==> src/rtl/qfe_pkg.sv <==
package qfe_pkg;
    localparam int DIV_W  = 8;
    localparam int SYNC_N = 2;
    localparam int IN_W   = 3;

    typedef enum logic [1:0] {
        SCALE_NQ = 2'b00,
        SCALE_X1 = 2'b01,
        SCALE_X2 = 2'b10,
        SCALE_X4 = 2'b11
    } scale_e;

    // encoding is {A,B}
    typedef enum logic [1:0] {
        PH_00 = 2'b00,
        PH_01 = 2'b01,
        PH_10 = 2'b10,
        PH_11 = 2'b11
    } phase_e;

    typedef enum logic [1:0] {
        STEP_HOLD,
        STEP_FWD,
        STEP_REV,
        STEP_SKIP
    } step_e;

    function automatic step_e classify(input phase_e cur, input logic [1:0] nxt);
        phase_e fwd, rev;
        unique case (cur)
            PH_00: begin fwd = PH_10; rev = PH_01; end
            PH_10: begin fwd = PH_11; rev = PH_00; end
            PH_11: begin fwd = PH_01; rev = PH_10; end
            PH_01: begin fwd = PH_00; rev = PH_11; end
        endcase
        if (nxt == cur)      return STEP_HOLD;
        else if (nxt == fwd) return STEP_FWD;
        else if (nxt == rev) return STEP_REV;
        else                 return STEP_SKIP;
    endfunction
endpackage

==> src/rtl/qfe_prescaler.sv <==
module qfe_prescaler #(
    parameter int DIV_W = 8
) (
    input  logic             clk,
    input  logic             rst_n,
    input  logic             load,
    input  logic [DIV_W-1:0] div_in,
    output logic             tick
);
    logic [DIV_W-1:0] div_q;
    logic [DIV_W-1:0] cnt_q;

    assign tick = (cnt_q == '0);

    always_ff @(posedge clk or negedge rst_n) begin
        if (!rst_n) begin
            div_q <= '0;
            cnt_q <= '0;
        end else if (load) begin
            div_q <= div_in;
            cnt_q <= div_in;
        end else if (tick) begin
            cnt_q <= div_q;
        end else begin
            cnt_q <= cnt_q - 1'b1;
        end
    end
endmodule

==> src/rtl/qfe_filter.sv <==
module qfe_filter #(
    parameter int W    = 3,
    parameter int SYNC = 2
) (
    input  logic         clk,
    input  logic         rst_n,
    input  logic         tick,
    input  logic [W-1:0] raw,
    output logic [W-1:0] filt
);
    logic [W-1:0] sync_q [SYNC];
    logic [W-1:0] synced;

    always_ff @(posedge clk or negedge rst_n) begin
        if (!rst_n) begin
            for (int i = 0; i < SYNC; i++) sync_q[i] <= '0;
        end else begin
            sync_q[0] <= raw;
            for (int i = 1; i < SYNC; i++) sync_q[i] <= sync_q[i-1];
        end
    end

    assign synced = sync_q[SYNC-1];

    for (genvar g = 0; g < W; g++) begin : g_bit
        logic cand_q;
        logic level_q;
        always_ff @(posedge clk or negedge rst_n) begin
            if (!rst_n) begin
                cand_q  <= 1'b0;
                level_q <= 1'b0;
            end else if (tick) begin
                cand_q <= synced[g];
                if (synced[g] == cand_q && synced[g] != level_q)
                    level_q <= synced[g];
            end
        end
        assign filt[g] = level_q;
    end
endmodule

==> src/rtl/qfe_decoder.sv <==
module qfe_decoder
    import qfe_pkg::*;
(
    input  logic   clk,
    input  logic   rst_n,
    input  logic   a_f,
    input  logic   b_f,
    input  scale_e scale,
    input  logic   count_ok,
    output logic   count_pulse,
    output logic   count_down,
    output logic   skip_error
);
    phase_e state_q;
    step_e  step;
    logic   hit, dir_down, err;
    logic   a_moved;

    // state register
    always_ff @(posedge clk or negedge rst_n) begin
        if (!rst_n) state_q <= PH_00;
        else        state_q <= phase_e'({a_f, b_f});
    end

    always_comb begin
        step     = classify(state_q, {a_f, b_f});
        a_moved  = (state_q[1] != a_f);
        hit      = 1'b0;
        dir_down = (step == STEP_REV);
        err      = 1'b0;
        unique case (scale)
            SCALE_NQ: begin
                hit      = !state_q[1] && a_f;
                dir_down = b_f;
            end
            SCALE_X1: begin
                hit = (step == STEP_FWD && state_q == PH_00) ||
                      (step == STEP_REV && state_q == PH_10);
                err = (step == STEP_SKIP);
            end
            SCALE_X2: begin
                hit = (step == STEP_FWD || step == STEP_REV) && a_moved;
                err = (step == STEP_SKIP);
            end
            SCALE_X4: begin
                hit = (step == STEP_FWD || step == STEP_REV);
                err = (step == STEP_SKIP);
            end
        endcase
    end

    // output register
    always_ff @(posedge clk or negedge rst_n) begin
        if (!rst_n) begin
            count_pulse <= 1'b0;
            count_down  <= 1'b0;
            skip_error  <= 1'b0;
        end else begin
            count_pulse <= hit && count_ok;
            skip_error  <= err;
            if (hit && count_ok) count_down <= dir_down;
        end
    end
endmodule

==> src/rtl/qfe_index_route.sv <==
module qfe_index_route (
    input  logic clk,
    input  logic rst_n,
    input  logic idx_f,
    input  logic enable,
    input  logic polarity,
    input  logic route,
    input  logic gate_sel,
    output logic gate_open,
    output logic load_strobe,
    output logic reset_strobe
);
    logic idx_q;
    logic act_edge;
    logic gate_mode;

    assign gate_mode = enable && route && gate_sel;
    assign gate_open = !gate_mode || (polarity ? idx_f : !idx_f);
    assign act_edge  = polarity ? (idx_f && !idx_q) : (!idx_f && idx_q);

    always_ff @(posedge clk or negedge rst_n) begin
        if (!rst_n) begin
            idx_q        <= 1'b0;
            load_strobe  <= 1'b0;
            reset_strobe <= 1'b0;
        end else begin
            idx_q        <= idx_f;
            load_strobe  <= enable && !route && act_edge;
            reset_strobe <= enable && route && !gate_sel && act_edge;
        end
    end
endmodule

==> src/rtl/quad_front_end.sv <==
module quad_front_end
    import qfe_pkg::*;
(
    input  logic             clk,
    input  logic             rst_n,
    input  logic             phase_a,
    input  logic             phase_b,
    input  logic             index_raw,
    input  logic             psc_load,
    input  logic [DIV_W-1:0] psc_value,
    input  logic             ab_enable,
    input  logic [1:0]       scale_sel,
    input  logic             index_enable,
    input  logic             index_polarity,
    input  logic             index_route,
    input  logic             gate_sel,
    output logic             count_pulse,
    output logic             count_down,
    output logic             skip_error,
    output logic             load_strobe,
    output logic             reset_strobe
);
    logic            tick;
    logic [IN_W-1:0] filt;
    logic            gate_open;

    qfe_prescaler #(.DIV_W(DIV_W)) u_psc (
        .clk(clk), .rst_n(rst_n), .load(psc_load), .div_in(psc_value), .tick(tick)
    );

    qfe_filter #(.W(IN_W), .SYNC(SYNC_N)) u_flt (
        .clk(clk), .rst_n(rst_n), .tick(tick),
        .raw({index_raw, phase_b, phase_a}), .filt(filt)
    );

    qfe_index_route u_idx (
        .clk(clk), .rst_n(rst_n), .idx_f(filt[2]),
        .enable(index_enable), .polarity(index_polarity),
        .route(index_route), .gate_sel(gate_sel),
        .gate_open(gate_open), .load_strobe(load_strobe), .reset_strobe(reset_strobe)
    );

    qfe_decoder u_dec (
        .clk(clk), .rst_n(rst_n), .a_f(filt[0]), .b_f(filt[1]),
        .scale(scale_e'(scale_sel)), .count_ok(ab_enable && gate_open),
        .count_pulse(count_pulse), .count_down(count_down), .skip_error(skip_error)
    );
endmodule

==> config.mk <==
export PLATFORM = sky130hd
export DESIGN_NAME = quad_front_end
export DESIGN_NICKNAME = d
export VERILOG_FILES = /design/src/rtl/qfe_pkg.sv /design/src/rtl/qfe_prescaler.sv /design/src/rtl/qfe_filter.sv /design/src/rtl/qfe_decoder.sv /design/src/rtl/qfe_index_route.sv /design/src/rtl/quad_front_end.sv
export SDC_FILE = /design/constraint.sdc
export NUM_CORES = 1
export LEC_CHECK = 0
export BUFFER_PORTS_ARGS = -buffer_cell sky130_fd_sc_hd__clkbuf_2
export CAP_MARGIN = 40
export CORE_ASPECT_RATIO = 0.9
export CORE_UTILIZATION = 30
export DETAILED_ROUTE_END_ITERATION = 7
export PLACE_DENSITY = 0.53
export SLEW_MARGIN = 10
export SYNTH_ARGS = -nofsm -noshare
export SYNTH_HDL_FRONTEND = slang
export SYNTH_SLANG_ARGS = --single-unit
export TNS_END_PERCENT = 1
==> constraint.sdc <==
create_clock -name clk -period 2.35 [get_ports clk]
set_input_delay 0.235 -clock clk [delete_from_list [all_inputs] [get_ports clk]]
set_output_delay 0.235 -clock clk [all_outputs]
set_load 0.02 [all_outputs]
==> impl_metrics.yaml <==
routing:
  avgViaCountPerCell: 4.605
  num_vias: 1165
  ant_nets: 0
  drc: 0
  wl_per_cell_um: 11.20
  routed_wl_um: 2833
  first_pass_iters: 4
  initialDrtViolationCount: 44
sta:
  hold_viol_final: 0
  worst_pin_slew_ns: 0.5265
  relSlewSlack_pct: 64.90
  period_needed_ns: 2.207
  setup-violations-final: 0
  period_share_pct: 93.92
  slew_viol_final: 0
  fin_worst_skew_ns: 0.007939
  fmax_mhz: 453.1
worst_setup_path:
  arrival_ns: 2.39
  worstSetupPathType: "reg2reg"
  required_ns: 2.53
  rr_worst_depth: 9
  path_max_fanout: 3
  cp-start-kind: "register"
  endpoint_kind: "register"
synthesis:
  ys_ff_latch: 36
  yosys_warnings: 0
  synth_cells: 155
  syn-num-nets: 181
  ys_seq_area_share_pct: 54.46
  yosysUniqueCellTypes: 31
  syn_area_per_cell_um2: 10.67
  synth_area_um2: 1654
cts:
  post-cts-setup-buffers: 0
  numCtsBuffers: 5
  cts.htree.levels: 2
  clockBufferDepth: 2
  clk_latency_ns: 0.29
  cts.sinks: 36
  clk_pin_slew_worst_paths_ns: 0.08
  cts_tree: "done"
  ctsRootBufferMaster: "clkbuf_8"
floorplan:
  ioPinCount: 26
  chipHeight_um: 72.45
  die_area_um2: 5815
  start_util_pct: 31.29
  core-area_um2: 5286
  dieWidth_um: 80.27
  rows: 25
placement:
  port_buffers: 25
  place_congestion: 0.7159
  post-dp-hpwl_um: 2046
  placed_cells: 244
global_routing:
  antenna_found_initial: 0
  grt_start_max_net_pins: 24
  grtUsageTotal_pct: 11.34
  grt_pass1_vias: 1073
  grt_pass1_wl_um: 4885
  overflow: 0
final_layout:
  antenna_cells: 0
  drive_above_1_share_pct: 27.96
  area_delta_synth_final_pct: 21.18
  nets: 211
  final_util_pct: 37.92
  nFillCells: 536
  fin_cells: 253
flow_run:
  drv_cap: 0
worst_hold_path:
  hold_path_class: "in2reg"
  holdPathStages: 1
run_status:
  status: "finished clean"
power:
  p_per_area_nw_per_um2: 937.1
  p_leak_nw: 0.9324
  ir_worst_vdd_mv: 0.2704
[timing repair]
action | 4_1_cts | 5_1_grt
gates resized for setup | 0 | 5
hold buffers | 1 | 0
endpoints found under the setup margin | 0 | 1
hold endpoints to repair | 18 | 0
[kinds of logic (layout without fill, tap and decap cells)]
kind of cell	Yosys count	in the layout	share of synthesized area [%]
and+or+nand+nor	39	39	12.56
DFF	36	36	54.46
AOI/OAI and AO/OA	35	35	12.41
buffers and inverters	22	53	5.975
muxes	10	10	6.581
xor gates and xnor gates	8	8	4.236
adders and majority gates	5	5	3.782
[where the power goes]
part	leakage (nW)	switching [mW]	internal, mW
combinational	0.427	0.278	0.263
clock	0.0552	0.219	0.315
sequential	0.450	0.0770	0.725
[critical path: stages (launching register included)]
cell	delay [ns]
dfrtp_1	0.35
inv_1	0.05
ha_1	0.30
and2_4	0.16
a21oi_2	0.16
ha_2	0.20
mux2i_1	0.06
or3_1	0.32
a21oi_2	0.17
mux2_2	0.34
[cell usage in the layout (no fill, tap or decap), drive strengths merged]
| cell | count |
|---|---|
| or3b | 1 |
| ha | 5 |
| or3 | 3 |
| xnor2 | 4 |
| nand2 | 11 |
| a31oi | 1 |
| nand2b | 1 |
| o41ai | 1 |
| inv | 15 |
| a21oi | 8 |
| xor2 | 4 |
| nor2 | 10 |
| dfrtp | 36 |
| dlygate4sd3 | 1 |
| bufinv | 1 |
| nor3 | 5 |
| clkinv | 1 |
| nor4 | 1 |
| and2 | 1 |
| o31ai | 6 |
| a41o | 1 |
| nor3b | 3 |
| o21ai | 18 |
| mux2 | 7 |
| buf | 4 |
| clkbuf | 31 |
| mux2i | 3 |
| nor2b | 1 |
| or4 | 1 |
| and3 | 1 |
[flip-flops by register name (all words and copies together) (netlist names)]
register and count:
u_idx.idx_q 1, u_flt.g_bit.level_q 3, u_dec.skip_error 1, u_idx.load_strobe 1, u_flt.synced 3, u_dec.count_down 1, u_flt.g_bit.cand_q 3, u_psc.cnt_q 8
u_dec.count_pulse 1, u_flt.sync_q 3, u_psc.div_q 8, u_dec.state_q 2, u_idx.reset_strobe 1
[layer usage]
metal | part of all wire [%] | GRT usage, %
met1 | 48 | 15.10
met2 | 45 | 16.24
met3 | 4.4 | 3.899
met4 | 2.5 | 5.952
met5 | 0 | 0
[through the flow]
| step | hold WS [ns] | area, um2 | worst slack (ns) | setup TNS, ns | total power [mW] |
|---|---|---|---|---|---|
| 6_report | 0.05629 | 2004 | 0.1429 | 0 | 1.878 |
| 4_1_cts | 0.04300 | 1988 | 0.03228 | 0 | 1.855 |
| 3_5_place_dp | 0.2401 | 1871 | 0.04925 | 0 | 1.306 |
| 3_3_place_gp | 0.3325 | 1843 | 0.1388 | 0 | 1.295 |
| 2_1_floorplan | -0.06059 | 1654 | 0.1132 | 0 | 1.167 |
| 5_1_grt | 0.03720 | 2004 | -0.0003866 | -0.0003866 | 2.013 |
[cell type report]
class | instances | area [um2] | share of cell area, %
multi-input cells | 97 | 670.6 | 33.46
clock inverters | 2 | 35.03 | 1.748
repair buffers | 30 | 185.2 | 9.238
inverters | 15 | 56.30 | 2.809
flip-flops and latches | 36 | 900.9 | 44.94
clock buffers | 6 | 72.57 | 3.620
well taps | 67 | 83.83 | 4.182
[worst paths after layout]
path | end | slack (ns) | start
max reg2reg | u_dec.count_down | 0.14 | u_dec.state_q[1]
min in group asynchronous | u_dec.state_q[1] | 0.46 | rst_n
max in group asynchronous | u_psc.div_q[0] | 1.42 | rst_n
max | u_dec.count_down | 0.14 | u_dec.state_q[1]
min | u_flt.sync_q[4] | 0.06 | phase_b
min reg2reg | u_flt.synced[0] | 0.35 | u_flt.sync_q[3]
[synthesized netlist by cell type]
cell type | number | area, um2
and3_4 | 1 | 11.26
or4_1 | 1 | 7.510
xor2_1 | 4 | 35.03
nor3_1 | 4 | 20.02
a41o_1 | 1 | 10.01
buf_2 | 1 | 5.000
a31oi_1 | 1 | 6.260
o31ai_1 | 5 | 37.54
mux2i_1 | 3 | 30.03
clkbuf_1 | 4 | 15.01
nor2_1 | 10 | 37.54
a21oi_1 | 8 | 40.04
nand2_1 | 11 | 41.29
or3_1 | 2 | 12.51
nor4_1 | 1 | 6.260
o31ai_2 | 1 | 12.51
o21ai_0 | 18 | 90.09
xnor2_1 | 4 | 35.03
buf_6 | 2 | 22.52
o41ai_1 | 1 | 8.760
nor3b_1 | 3 | 22.52
inv_1 | 15 | 56.30
and2_1 | 1 | 6.260
nor3_2 | 1 | 10.01
nor2b_1 | 1 | 6.260
or3b_1 | 1 | 8.760
dfrtp_1 | 36 | 900.9
or3_4 | 1 | 11.26
ha_1 | 5 | 62.56
nand2b_1 | 1 | 6.260
mux2_2 | 7 | 78.83
(Power assumes the default switching activity.)
